$ cat src/rtl/alu_flags_pkg.sv
package alu_flags_pkg;

    localparam int OP_W = 3;

    typedef enum logic [OP_W-1:0] {
        OP_ADD = 3'd0,
        OP_SUB = 3'd1,
        OP_AND = 3'd2,
        OP_OR  = 3'd3,
        OP_XOR = 3'd4
    } alu_op_e;

    // bit 5 .. bit 0
    typedef struct packed {
        logic ovf;
        logic sgn;
        logic zro;
        logic aux;
        logic par;
        logic cry;
    } alu_flags_t;

    localparam int FLAGS_W = $bits(alu_flags_t);

endpackage

$ cat src/rtl/alu_addsub.sv
module alu_addsub #(
    parameter int W      = 32,
    parameter int NIB_B  = 4
) (
    input  logic [W-1:0] a,
    input  logic [W-1:0] b,
    input  logic         sub,
    output logic [W-1:0] sum,
    output logic         cry,
    output logic         ovf,
    output logic         aux
);
    logic [W:0]   ext;
    logic [W-1:0] b_eff;
    logic [W-1:0] diff_bits;

    always_comb begin
        b_eff     = sub ? ~b : b;
        ext       = {1'b0, a} + {1'b0, b_eff} + {{W{1'b0}}, sub};
        sum       = ext[W-1:0];
        // carry out normalised so that for subtract it reads as borrow
        cry       = ext[W] ^ sub;
        // carry (or borrow) entering bit NIB_B is recovered from the sum bit
        diff_bits = a ^ b ^ sum;
        aux       = diff_bits[NIB_B];
        if (sub)
            ovf = (a[W-1] != b[W-1]) && (sum[W-1] != a[W-1]);
        else
            ovf = (a[W-1] == b[W-1]) && (sum[W-1] != a[W-1]);
    end
endmodule

$ cat src/rtl/alu_logic.sv
module alu_logic
    import alu_flags_pkg::*;
#(
    parameter int W = 32
) (
    input  logic [OP_W-1:0] op,
    input  logic [W-1:0]    a,
    input  logic [W-1:0]    b,
    output logic [W-1:0]    res
);
    always_comb begin
        unique case (op)
            OP_AND:  res = a & b;
            OP_OR:   res = a | b;
            OP_XOR:  res = a ^ b;
            default: res = '0;
        endcase
    end
endmodule

$ cat src/rtl/alu_flag_gen.sv
module alu_flag_gen
    import alu_flags_pkg::*;
#(
    parameter int W     = 32,
    parameter int PAR_W = 8
) (
    input  logic [W-1:0] res,
    input  logic         arith,
    input  logic         cry_in,
    input  logic         ovf_in,
    input  logic         aux_in,
    output alu_flags_t   flags
);
    logic [PAR_W:0] par_chain;

    assign par_chain[0] = 1'b1;
    for (genvar i = 0; i < PAR_W; i++) begin : g_par
        assign par_chain[i+1] = par_chain[i] ^ res[i];
    end

    always_comb begin
        flags.sgn = res[W-1];
        flags.zro = (res == '0);
        flags.par = par_chain[PAR_W];
        flags.cry = arith & cry_in;
        flags.ovf = arith & ovf_in;
        flags.aux = arith & aux_in;
    end
endmodule

$ cat src/rtl/alu_flags_top.sv
module alu_flags_top
    import alu_flags_pkg::*;
#(
    parameter int W     = 32,
    parameter int PAR_W = 8
) (
    input  logic               clk,
    input  logic               rst_n,
    input  logic [OP_W-1:0]    op_i,
    input  logic [W-1:0]       a_i,
    input  logic [W-1:0]       b_i,
    input  logic               flag_we_i,
    output logic [W-1:0]       result_o,
    output logic [FLAGS_W-1:0] flags_o
);
    logic [W-1:0] as_sum;
    logic [W-1:0] lg_res;
    logic         as_cry;
    logic         as_ovf;
    logic         as_aux;
    logic         is_arith;
    logic         is_sub;
    alu_flags_t   nxt_flags;
    alu_flags_t   flag_q;

    always_comb begin
        is_sub   = (op_i == OP_SUB);
        is_arith = (op_i == OP_ADD) || is_sub;
    end

    alu_addsub #(.W(W)) u_addsub (
        .a   (a_i),
        .b   (b_i),
        .sub (is_sub),
        .sum (as_sum),
        .cry (as_cry),
        .ovf (as_ovf),
        .aux (as_aux)
    );

    alu_logic #(.W(W)) u_logic (
        .op  (op_i),
        .a   (a_i),
        .b   (b_i),
        .res (lg_res)
    );

    assign result_o = is_arith ? as_sum : lg_res;

    alu_flag_gen #(.W(W), .PAR_W(PAR_W)) u_flags (
        .res    (result_o),
        .arith  (is_arith),
        .cry_in (as_cry),
        .ovf_in (as_ovf),
        .aux_in (as_aux),
        .flags  (nxt_flags)
    );

    always_ff @(posedge clk) begin
        if (!rst_n)
            flag_q <= '0;
        else if (flag_we_i)
            flag_q <= nxt_flags;
    end

    assign flags_o = flag_q;
endmodule

$ cat config.mk
export PLATFORM = sky130hd
export DESIGN_NAME = alu_flags_top
export DESIGN_NICKNAME = d
export VERILOG_FILES = /design/src/rtl/alu_flags_pkg.sv /design/src/rtl/alu_addsub.sv /design/src/rtl/alu_logic.sv /design/src/rtl/alu_flag_gen.sv /design/src/rtl/alu_flags_top.sv
export SDC_FILE = /design/constraint.sdc
export NUM_CORES = 1
export LEC_CHECK = 0
export ABC_CLOCK_PERIOD_IN_PS = 4720
export BUFFER_PORTS_ARGS = -buffer_cell sky130_fd_sc_hd__clkbuf_2
export CAP_MARGIN = 20
export CORE_MARGIN = 3
export CORE_UTILIZATION = 52
export DETAILED_ROUTE_END_ITERATION = 7
export PLACE_DENSITY = 0.79
export SLEW_MARGIN = 0
export SYNTH_ARGS = -nofsm -noshare
export SYNTH_HDL_FRONTEND = slang
export SYNTH_HIERARCHICAL = 1
export SYNTH_SLANG_ARGS = --single-unit
$ cat constraint.sdc
create_clock -name clk -period 4.72 [get_ports clk]
set_input_delay 0.708 -clock clk [delete_from_list [all_inputs] [get_ports clk]]
set_output_delay 0.708 -clock clk [all_outputs]
set_load 0.02 [all_outputs]
==> run_results.csv, run 1 <==
group,metric,value,unit
detailed_routing,first_iter_violations,187,
finish,layout-drive-gt1-share,24.38,%
timing,whs,0.5149,ns
global_route,antenna_found_initial,0,
finish,area_delta_synth_final,14.59,%
detailed_routing,dr.pass1.iters,5,
floorplan,ios,108,
synthesis,yosys-top-cells-count,"ha_1, inv_1, a21oi_1",
placement,preCtsSetupSlack,-0.04025,ns
finish,fin_nets,899,
pwr,ir_drop,78.95,uV
synthesis,synth_most_common_cell,"ha_1",
worst_hold_path,whs_path_depth,2,
clocking,clock_sinks,6,
timing,finClkSkew,0,ns
timing,hold_violations,0,
finish,fin_cells,838,
finish,final_area,5453,sq um
placement,hpwl,10.66,mm
worst_hold_path,holdPathEnd,"flags_o[2]$_SDFFE_PN0P_",
synthesis,synth_top_family_by_area,"adder cells",
critical_path,r2r_slack,4.08,ns
synthesis,synth.net_count,801,
clocking,h-tree-depth,1,
critical_path,critPathKind,"input port to output pin",
timing,fin_crit_sh,95.47,%
critical_path,rr_endpoint,"flags_o[3]$_SDFFE_PN0P_",
synthesis,yosys.area.top_type_share,25.24,%
synthesis,synthArstFlopShare,0,%
critical_path,r2r_start,"flags_o[3]$_SDFFE_PN0P_",
detailed_routing,wirelength,13.06,mm
floorplan,initial_utilization,54.04,%
synthesis,syn-instance-count,634,
synthesis,yosysTopAreaCell,"ha_1",
critical_path,r2r_cells,2,
synthesis,syn-cell-area,4758,sq um
placement,place_congestion,0.9773,
detailed_routing,drc_errors,0,
timing,finalCriticalPeriod,4.506,ns
worst_hold_path,hp-start,"flags_o[2]$_SDFFE_PN0P_",
global_route,grt_pass1_wl,21.67,mm
placement,io_buffers,107,
global_route,grt_pass1_vias,4796,
synthesis,synth.area.top_cells,"ha_1, xor2_1, mux2_2",
finish,num_antenna_cells,0,
global_route,grt.total_usage,25.06,%
timing,tightest_slew,0.7860,ns
clocking,clock_path_buffers,2,
pwr,finalPower,989.4,uW
clocking,clock_latency,0.23,ns
critical_path,start_kind,"input port",
run_status,status,"finished, final reports clean",
clocking,cts_made_buffers,3,
synthesis,synth_compound_area_share,23.88,%
clocking,cts_tree,"done",
flow_run,cap_violations,0,
floorplan,die_h,101.7,um
timing,slew_headroom,47.54,%
floorplan,die_area,10330,sq um
synthesis,synth-seq-cells,6,
critical_path,worstPathRequired,4.01,ns
synthesis,synth_fa_ha_area_share,25.66,%
worst_hold_path,hold_path_class,"register to register",
global_route,grt_remaining_overflow,0,
detailed_routing,via_per_inst,5.768,
timing,fmax,0.2219,GHz
clocking,clk_pin_slew_worst_paths,0.04,ns
synthesis,synth_edf_count,0,
floorplan,die_w,101.7,um
placement,dpl-instance-area,5368,sq um
global_route,grt_max_degree,62,
critical_path,cp.arrival,3.80,ns
floorplan,rows,34,
finish,largest_reg_flops,6,
synthesis,ys_seq_area_share,2.524,%
placement,place_inst,834,
timing,timing.final.ws_setup,0.2138,ns
synthesis,synthMuxAreaShare,10.31,%
synthesis,yosysUniqueCellTypes,57,
pwr,power_per_cell_area,181.4,nW/um^2
critical_path,crit_fanout,14,
detailed_routing,vias,4834,
synthesis,synthSimpleGateAreaFrac,14.46,%
floorplan,fp.coreArea,8806,sq um
synthesis,avgSynthCellArea,7.505,sq um
timing,setup_violations,0,
timing,slew_viol_final,0,
clocking,root_buffer,"clkbuf_8",
pwr,p_leak,0.002975,uW
synthesis,ys.flop_type,"dfxtp_1",
detailed_routing,post_drt_wl_per_cell,15.58,um
detailed_routing,postRouteAntennaNets,0,
critical_path,critPathCaptureType,"output pin",
timing,rsz0062_at_grt,"no",
synthesis,synth-xor-area-share,12.15,%
synthesis,ys.warnings.count,6,
-- cell families after synthesis --
logic type | after synthesis
adder cells (fa/ha/maj) | 97
AND/OR/NAND/NOR | 139
AO/OA/AOI/OAI | 165
XOR/XNOR | 66
buffers and inverters | 116
multiplexers | 45
flip-flops | 6
-- per-stage QoR --
step | utilization [%] | setup TNS, ns
floorplan | - | 0
detailed placement | 60.95 | -0.04025
finish | 61.92 | 0
CTS | 61.42 | 0
global route | 61.92 | 0
global placement | 60.95 | 0
-- layout by cell type, fill, tap and decap left out, types with 2 or more instances in the layout --
cell | synthesis | routed
nand4_1 | 8 | 8
o2111ai_1 | 2 | 2
buf_4 | 6 | 18
or2_2 | 2 | 2
o31ai_1 | 3 | 3
a41oi_1 | 2 | 2
and3_1 | 2 | 2
nor3_1 | 4 | 4
clkbuf_8 | 2 | 3
nor2_1 | 45 | 45
nand4b_1 | 3 | 3
clkbuf_2 | 0 | 107
nor4_1 | 8 | 6
nand2_1 | 35 | 35
inv_1 | 83 | 83
nor4b_1 | 2 | 2
nand2b_1 | 2 | 2
and2_1 | 6 | 5
o21ai_0 | 12 | 10
o21bai_1 | 5 | 5
a22o_1 | 32 | 32
mux2i_1 | 13 | 13
a21o_1 | 11 | 11
nand3_1 | 7 | 7
xnor2_1 | 23 | 23
mux2_2 | 30 | 30
o311ai_0 | 3 | 2
ha_1 | 96 | 95
o211ai_1 | 2 | 2
o21a_1 | 6 | 6
a21oi_1 | 63 | 61
nor4_2 | 0 | 2
nor2b_1 | 10 | 9
dfxtp_1 | 6 | 6
o21ai_1 | 0 | 2
a21oi_2 | 0 | 2
a221oi_1 | 3 | 2
xor2_1 | 43 | 43
mux2_1 | 2 | 2
a31oi_1 | 9 | 8
-- critical path, stage by stage --
cell and delay, ns:
clkbuf_2 0.13, nor2_4 0.12, and2_4 0.22, buf_12 0.17
xor2_1 0.15, ha_1 0.29, a21oi_1 0.33, o211ai_1 0.16
a41oi_1 0.32, a21oi_2 0.13, a31oi_2 0.32, o21ai_1 0.13
xor2_1 0.15, mux2_2 0.29, clkbuf_2 0.16
-- per-layer routing --
| metal | up-vias | track usage [%] | wire (um) |
|---|---|---|---|
| li1 | 2414 | - | - |
| met1 | 2269 | 31.54 | 5960 |
| met2 | 137 | 45.98 | 6369 |
| met3 | 14 | 1.791 | 593 |
| met4 | 0 | 6.237 | 136 |
| met5 | - | 0 | 0 |
-- power breakdown --
group          total, uW  internal [uW]  switching [uW]
sequential          59.1           56.5            2.62
clock               79.8           55.0            24.8
combinational        850            357             493
total                989            469             521
-- worst max-delay path by stage --
stage	slack, ns	endpoint	from
finish	0.21	result_o[26]	op_i[1]
global route	0.04	result_o[26]	op_i[1]
CTS	0.03	result_o[26]	op_i[1]
detailed placement	-0.04	flags_o[3]$_SDFFE_PN0P_	op_i[1]
global placement	0.09	flags_o[3]$_SDFFE_PN0P_	op_i[1]
floorplan	0.006	result_o[26]	op_i[1]
-- area by class of cell --
| type | instances | area [sq um] |
|---|---|---|
| multi-input cells | 512 | 4154 |
| repair buffers | 126 | 690.7 |
| clock buffers | 3 | 41.29 |
| flip-flops and latches | 6 | 120.1 |
| well taps | 108 | 135.1 |
| inverters | 83 | 311.5 |
| fillers | 830 | 3353 |
-- timing repair --
| item | CTS | global route |
|---|---|---|
| gates resized for setup | 0 | 11 |
| hold buffers | 0 | 0 |
| endpoints found under the setup margin | 0 | 10 |
| buffers inserted | 0 | 1 |
Note: power is estimated with default switching activity, not from simulation.
==> run 2, diff against run 1 <==
--- a/config.mk
+++ b/config.mk
@@ -5,13 +5,13 @@
 export SDC_FILE = /design/constraint.sdc
 export NUM_CORES = 1
 export LEC_CHECK = 0
-export ABC_CLOCK_PERIOD_IN_PS = 4720
+export ABC_CLOCK_PERIOD_IN_PS = 5200
 export BUFFER_PORTS_ARGS = -buffer_cell sky130_fd_sc_hd__clkbuf_2
 export CAP_MARGIN = 20
 export CORE_MARGIN = 3
-export CORE_UTILIZATION = 52
+export CORE_UTILIZATION = 55
 export DETAILED_ROUTE_END_ITERATION = 7
-export PLACE_DENSITY = 0.79
+export PLACE_DENSITY = 0.8
 export SLEW_MARGIN = 0
 export SYNTH_ARGS = -nofsm -noshare
 export SYNTH_HDL_FRONTEND = slang
==> constraint.sdc (replaced) <==
create_clock -name clk -period 5.2 [get_ports clk]
set_input_delay 0.78 -clock clk [delete_from_list [all_inputs] [get_ports clk]]
set_output_delay 0.78 -clock clk [all_outputs]
set_load 0.02 [all_outputs]
==> run 2 against run 1 <==
  * Utilization rose by 2.5 points
  * Total power fell by 11%
  * Clock skew did not move
  * Setup slack improved by 0.033 ns
  * Sequential share of layout area barely moved
  * Hold slack improved by 0.0027 ns
  * Via count rose by 1.4%
  * Wire length fell by 3.1%
  * Critical endpoint is now result_o[16]
  * Highest routed layer unchanged
==> run_results.csv, run 2 (synthesis gave the netlist of run 1 again) <==
group,metric,value,unit
global_route,grt_remaining_overflow,0,
timing,slew_viol_final,0,
critical_path,worstPathRequired,4.42,ns
critical_path,rr_endpoint,"flags_o[3]$_SDFFE_PN0P_",
worst_hold_path,whs_path_depth,2,
timing,finClkSkew,0,ns
global_route,grt.busiest_layer,"met2",
worst_hold_path,hold_path_class,"register to register",
detailed_routing,via_per_inst,5.933,
timing,hold_violations,0,
timing,fin_crit_sh,95.26,%
placement,place_congestion,0.9218,
clocking,cts_tree,"done",
global_route,grt.total_usage,24.28,%
critical_path,r2r_cells,2,
clocking,cts_made_buffers,3,
detailed_routing,postRouteAntennaNets,0,
floorplan,rows,33,
global_route,grt_pass1_vias,4730,
pwr,p_int,409.2,uW
placement,hpwl,10.07,mm
timing,fmax,0.2019,GHz
pwr,switchingPower,466.8,uW
worst_hold_path,holdPathEnd,"flags_o[1]$_SDFFE_PN0P_",
timing,rsz0062_at_grt,"no",
floorplan,die_area,9804,sq um
clocking,clock_latency,0.22,ns
critical_path,crit_fanout,13,
run_status,status,"finished, final reports clean",
clocking,clk_pin_slew_worst_paths,0.04,ns
timing,finalCriticalPeriod,4.953,ns
critical_path,critPathKind,"input port to output pin",
placement,preCtsSetupSlack,0.2851,ns
pwr,power_per_cell_area,163.9,nW/um^2
pwr,p_seq_share,6.1,%
timing,tightest_slew,0.7224,ns
timing,slew_headroom,51.40,%
finish,final_common_cell,"clkbuf_2",
flow_run,cap_violations,0,
pwr,ir_drop,70.34,uV
placement,io_buffers,107,
finish,layout_common_cells,"clkbuf_2, ha_1, inv_1, a21oi_1, nor2_1",
worst_hold_path,hp-start,"flags_o[1]$_SDFFE_PN0P_",
floorplan,fp.coreArea,8299,sq um
clocking,h-tree-depth,1,
pwr,swShare,53.29,%
finish,num_antenna_cells,0,
pwr,pwr-share-clk,8.3,%
clocking,clock_path_buffers,2,
critical_path,r2r_slack,4.58,ns
global_route,grt_pass1_wl,20.69,mm
pwr,combPwrFrac,85.6,%
detailed_routing,wirelength,12.65,mm
timing,timing.final.ws_setup,0.2466,ns
floorplan,initial_utilization,57.33,%
detailed_routing,post_drt_wl_per_cell,15.32,um
finish,largest_reg_flops,6,
clocking,clock_sinks,6,
clocking,postCtsHoldBufs,0,
finish,area_delta_synth_final,12.33,%
global_route,use_met3,2.052,%
detailed_routing,first_iter_violations,426,
finish,layout-drive-gt1-share,22.47,%
floorplan,ios,108,
global_route,use_met1,29.91,%
clocking,cts_resized,0,
global_route,grt_max_degree,62,
floorplan,die_h,99.02,um
finish,fin_nets,890,
global_route,grtUsageMet2,45.66,%
timing,finalSetupTns,0,ns
critical_path,start_kind,"input port",
clocking,root_buffer,"clkbuf_8",
timing,setup_violations,0,
clocking,post-cts-setup-buffer-count,0,
detailed_routing,vias,4901,
floorplan,die_w,99.02,um
detailed_routing,drc_errors,0,
pwr,p_leak,0.002927,uW
critical_path,r2r_start,"flags_o[3]$_SDFFE_PN0P_",
detailed_routing,dr.pass1.iters,6,
critical_path,critPathCaptureType,"output pin",
global_route,antenna_found_initial,0,
critical_path,cp.arrival,4.17,ns
## run 2: cell count changes in the layout (fill, tap and decap cells not counted), moves of 2 or more
cell,delta
a21oi_2,-2
buf_4,-9
nor4_1,+2
o21ai_0,+2
nor4_2,-2
a21oi_1,+2
o21ai_1,-2
## run 2: cell type report
cell class / instances / area, sq um
flip-flops and latches: 6 / 120.1
fillers: 722 / 2954
multi-input cells: 512 / 4118
clock buffers: 3 / 41.29
repair buffers: 117 / 623.1
inverters: 83 / 311.5
well taps: 105 / 131.4
## run 2: worst max path at each step
stage                 start                 endpoint  slack [ns]  cells after the start
finish              op_i[1]             result_o[16]        0.25                     16
detailed placement  op_i[1]  flags_o[3]$_SDFFE_PN0P_        0.29                     19
global placement    op_i[1]  flags_o[3]$_SDFFE_PN0P_        0.42                     19
floorplan           op_i[1]             result_o[26]        0.34                     16
global route        op_i[1]             result_o[16]        0.01                     16
CTS                 op_i[1]             result_o[26]        0.31                     16
## run 2: layer usage
metal | up-vias | share of wire, % | routed length, um
li1 | 2404 | - | -
met1 | 2275 | 42 | 5304
met2 | 210 | 50 | 6359
met3 | 12 | 6.7 | 853
met4 | 0 | 1.1 | 137
met5 | - | 0 | 0
## run 2: worst max-delay path, stage by stage
cell	delay [ns]
clkbuf_2	0.13
nor2_4	0.12
and2_2	0.25
buf_4	0.26
xor2_1	0.22
inv_1	0.10
fa_1	0.44
nor2b_1	0.19
o2111ai_1	0.18
a21oi_1	0.23
o21bai_1	0.13
and2_1	0.22
nor4b_1	0.32
a311oi_1	0.11
mux2_2	0.33
clkbuf_2	0.16
## run 2: power groups by stage
stage,Clock [uW],Sequential [uW],Combinational (uW)
floorplan,0,60.3,532
global placement,0,54.1,716
detailed placement,0,54.3,736
CTS,74.5,53.5,741
global route,77.0,53.9,816
finish,72.5,53.6,750
## run 2: metrics by stage
stage	instance area, sq um	power [uW]	instances	hold slack, ns	utilization, %
2_1_floorplan	4758	592.6	634	0.5893	-
3_3_place_gp	5304	770.2	823	0.4981	63.91
3_5_place_dp	5304	790.6	823	0.5095	63.91
4_1_cts	5345	869.1	826	0.5227	64.41
5_1_grt	5345	947.2	826	0.5542	64.41
6_report	5345	876.0	826	0.5176	64.41
==> run 3, diff against run 2 <==
--- a/config.mk
+++ b/config.mk
@@ -12,6 +12,7 @@
 export CORE_UTILIZATION = 55
 export DETAILED_ROUTE_END_ITERATION = 7
 export PLACE_DENSITY = 0.8
+export RECOVER_POWER = 100
 export SLEW_MARGIN = 0
 export SYNTH_ARGS = -nofsm -noshare
 export SYNTH_HDL_FRONTEND = slang
==> run 3 against run 2 <==
  * The run now ends with max-capacitance violations, max-slew violations left
  * Clock skew unchanged
  * Final cell count unchanged
  * Setup slack worse by 0.0010 ns
  * Wire length down 0.16%
  * Die area unchanged
  * Cell area down 1.1%
  * Critical endpoint is now result_o[26]
==> run_results.csv, run 3 (synthesis gave the netlist of run 1 again) <==
group,metric,value,unit
run_status,failed_checks,"max-capacitance violations, max-slew violations",
detailed_routing,first_iter_violations,398,
pwr,p_leak,0.002816,uW
global_route,grt.total_usage,24.28,%
timing,slew_headroom,-17.43,%
floorplan,die_area,9804,sq um
clocking,clock_path_buffers,2,
global_route,grt_pass1_vias,4730,
critical_path,critPathKind,"input port to output pin",
critical_path,crit_top_cell,"xor2_1",
timing,fmax,0.2018,GHz
critical_path,r2r_slack,4.59,ns
global_route,antenna_found_initial,0,
timing,finalSetupTns,0,ns
timing,rsz0062_at_grt,"no",
finish,final_common_cell,"ha_1",
placement,hpwl,10.07,mm
clocking,clock_sinks,6,
clocking,cts_tree,"done",
critical_path,rr_endpoint,"flags_o[3]$_SDFFE_PN0P_",
critical_path,critPathMaxStageDelay,0.44,ns
global_route,grt_pass1_wl,20.69,mm
critical_path,cp_top_family,"compound AO/OA/AOI/OAI gates",
critical_path,worstPathRequired,4.42,ns
finish,largest_reg_flops,6,
flow_run,cap_violations,1,
worst_hold_path,hp-start,"flags_o[1]$_SDFFE_PN0P_",
worst_hold_path,holdPathEnd,"flags_o[1]$_SDFFE_PN0P_",
finish,fin_cells,826,
finish,area_delta_synth_final,11.07,%
pwr,power_per_cell_area,163.4,nW/um^2
clocking,clock_latency,0.22,ns
detailed_routing,wirelength,12.63,mm
placement,place_inst,823,
critical_path,crit_buf_inv,4,
finish,layout-drive-gt1-share,17.20,%
finish,layout_common_cells,"ha_1, inv_1, clkbuf_2, a21oi_1, nor2_1",
timing,finalCriticalPeriod,4.954,ns
critical_path,crit_start,"op_i[1]",
clocking,post-cts-setup-buffer-count,0,
floorplan,ios,108,
finish,fillerInstances,743,
detailed_routing,post_drt_wl_per_cell,15.30,um
floorplan,rows,33,
clocking,h-tree-depth,1,
critical_path,path_cells,"clkbuf_2 > nor2_4 > and2_2 > buf_4 > xor2_1 > inv_1 > fa_1 > nor2b_1 > o2111ai_1 > a21bo_2 > a21oi_1 > a31oi_1 > o21ai_0 > xor2_1 > mux2_2 > clkbuf_1",
detailed_routing,drc_errors,0,
floorplan,initial_utilization,57.33,%
critical_path,critPathSlowestCell,"fa_1",
global_route,grt_max_degree,62,
timing,finClkSkew,0,ns
finish,num_antenna_cells,0,
floorplan,fp.coreArea,8299,sq um
detailed_routing,postRouteAntennaNets,0,
worst_hold_path,whs_path_depth,2,
clocking,clk_pin_slew_worst_paths,0.04,ns
critical_path,crit_fanout,13,
critical_path,r2r_cells,2,
clocking,cts_resized,0,
placement,place_congestion,0.9218,
placement,io_buffers,107,
finish,fin_nets,890,
critical_path,r2r_start,"flags_o[3]$_SDFFE_PN0P_",
timing,slew_viol_final,33,
timing,hold_violations,0,
global_route,grt_remaining_overflow,0,
critical_path,start_kind,"input port",
critical_path,critPathCaptureType,"output pin",
pwr,ir_drop,68.77,uV
clocking,postCtsHoldBufs,0,
run_status,status,"finished with violations",
timing,setup_violations,0,
critical_path,cp.arrival,4.17,ns
clocking,cts_made_buffers,3,
worst_hold_path,hold_path_class,"register to register",
floorplan,die_h,99.02,um
timing,tightest_slew,1.762,ns
clocking,root_buffer,"clkbuf_8",
detailed_routing,via_per_inst,5.907,
floorplan,die_w,99.02,um
detailed_routing,vias,4879,
detailed_routing,dr.pass1.iters,5,
timing,fin_crit_sh,95.28,%
## run 3: how the worst max path moves through the flow
stage / end / slack [ns] / cells after the start
2_1_floorplan: result_o[26] / 0.34 / 16
3_3_place_gp: flags_o[3]$_SDFFE_PN0P_ / 0.42 / 19
3_5_place_dp: flags_o[3]$_SDFFE_PN0P_ / 0.29 / 19
4_1_cts: result_o[26] / 0.31 / 16
5_1_grt: result_o[16] / 0.04 / 16
6_report: result_o[26] / 0.25 / 16
## run 3: routing by layer
| layer | global-route usage (%) | up-vias | routed length (um) |
|---|---|---|---|
| li1 | - | 2400 | - |
| met1 | 29.91 | 2251 | 5350 |
| met2 | 45.66 | 208 | 6310 |
| met3 | 2.052 | 20 | 791 |
| met4 | 4.832 | 0 | 181 |
| met5 | 0 | - | 0 |
## run 3: where the power goes
group / switching (uW) / internal [uW]
combinational: 441 / 296
clock: 22.1 / 49.9
sequential: 2.25 / 51.2
total: 466 / 398
## run 3: worst reg2reg max path, stage by stage (launching register included)
cell	delay, ns
dfxtp_1	0.32
mux2i_1	0.13
nor2b_1	0.06
## run 3: layout make-up
cell class	instances	area [sq um]	area share, %
multi-input cells	512	4106	77.70
well taps	105	131.4	2.486
flip-flops and latches	6	120.1	2.273
inverters	83	311.5	5.895
clock buffers	3	41.29	0.7812
repair buffers	117	574.3	10.87
## run 3: stage by stage
step | utilization (%) | hold slack, ns | power, uW | cell area [sq um] | setup WS, ns
after floorplan | - | 0.5893 | 592.6 | 4758 | 0.3417
after global placement | 63.91 | 0.4981 | 770.2 | 5304 | 0.4234
after detailed placement | 63.91 | 0.5095 | 790.6 | 5304 | 0.2851
after CTS | 64.41 | 0.5227 | 869.1 | 5345 | 0.3055
after global routing | 63.68 | 0.5546 | 935.1 | 5285 | 0.03503
final | 63.68 | 0.5165 | 863.4 | 5285 | 0.2456
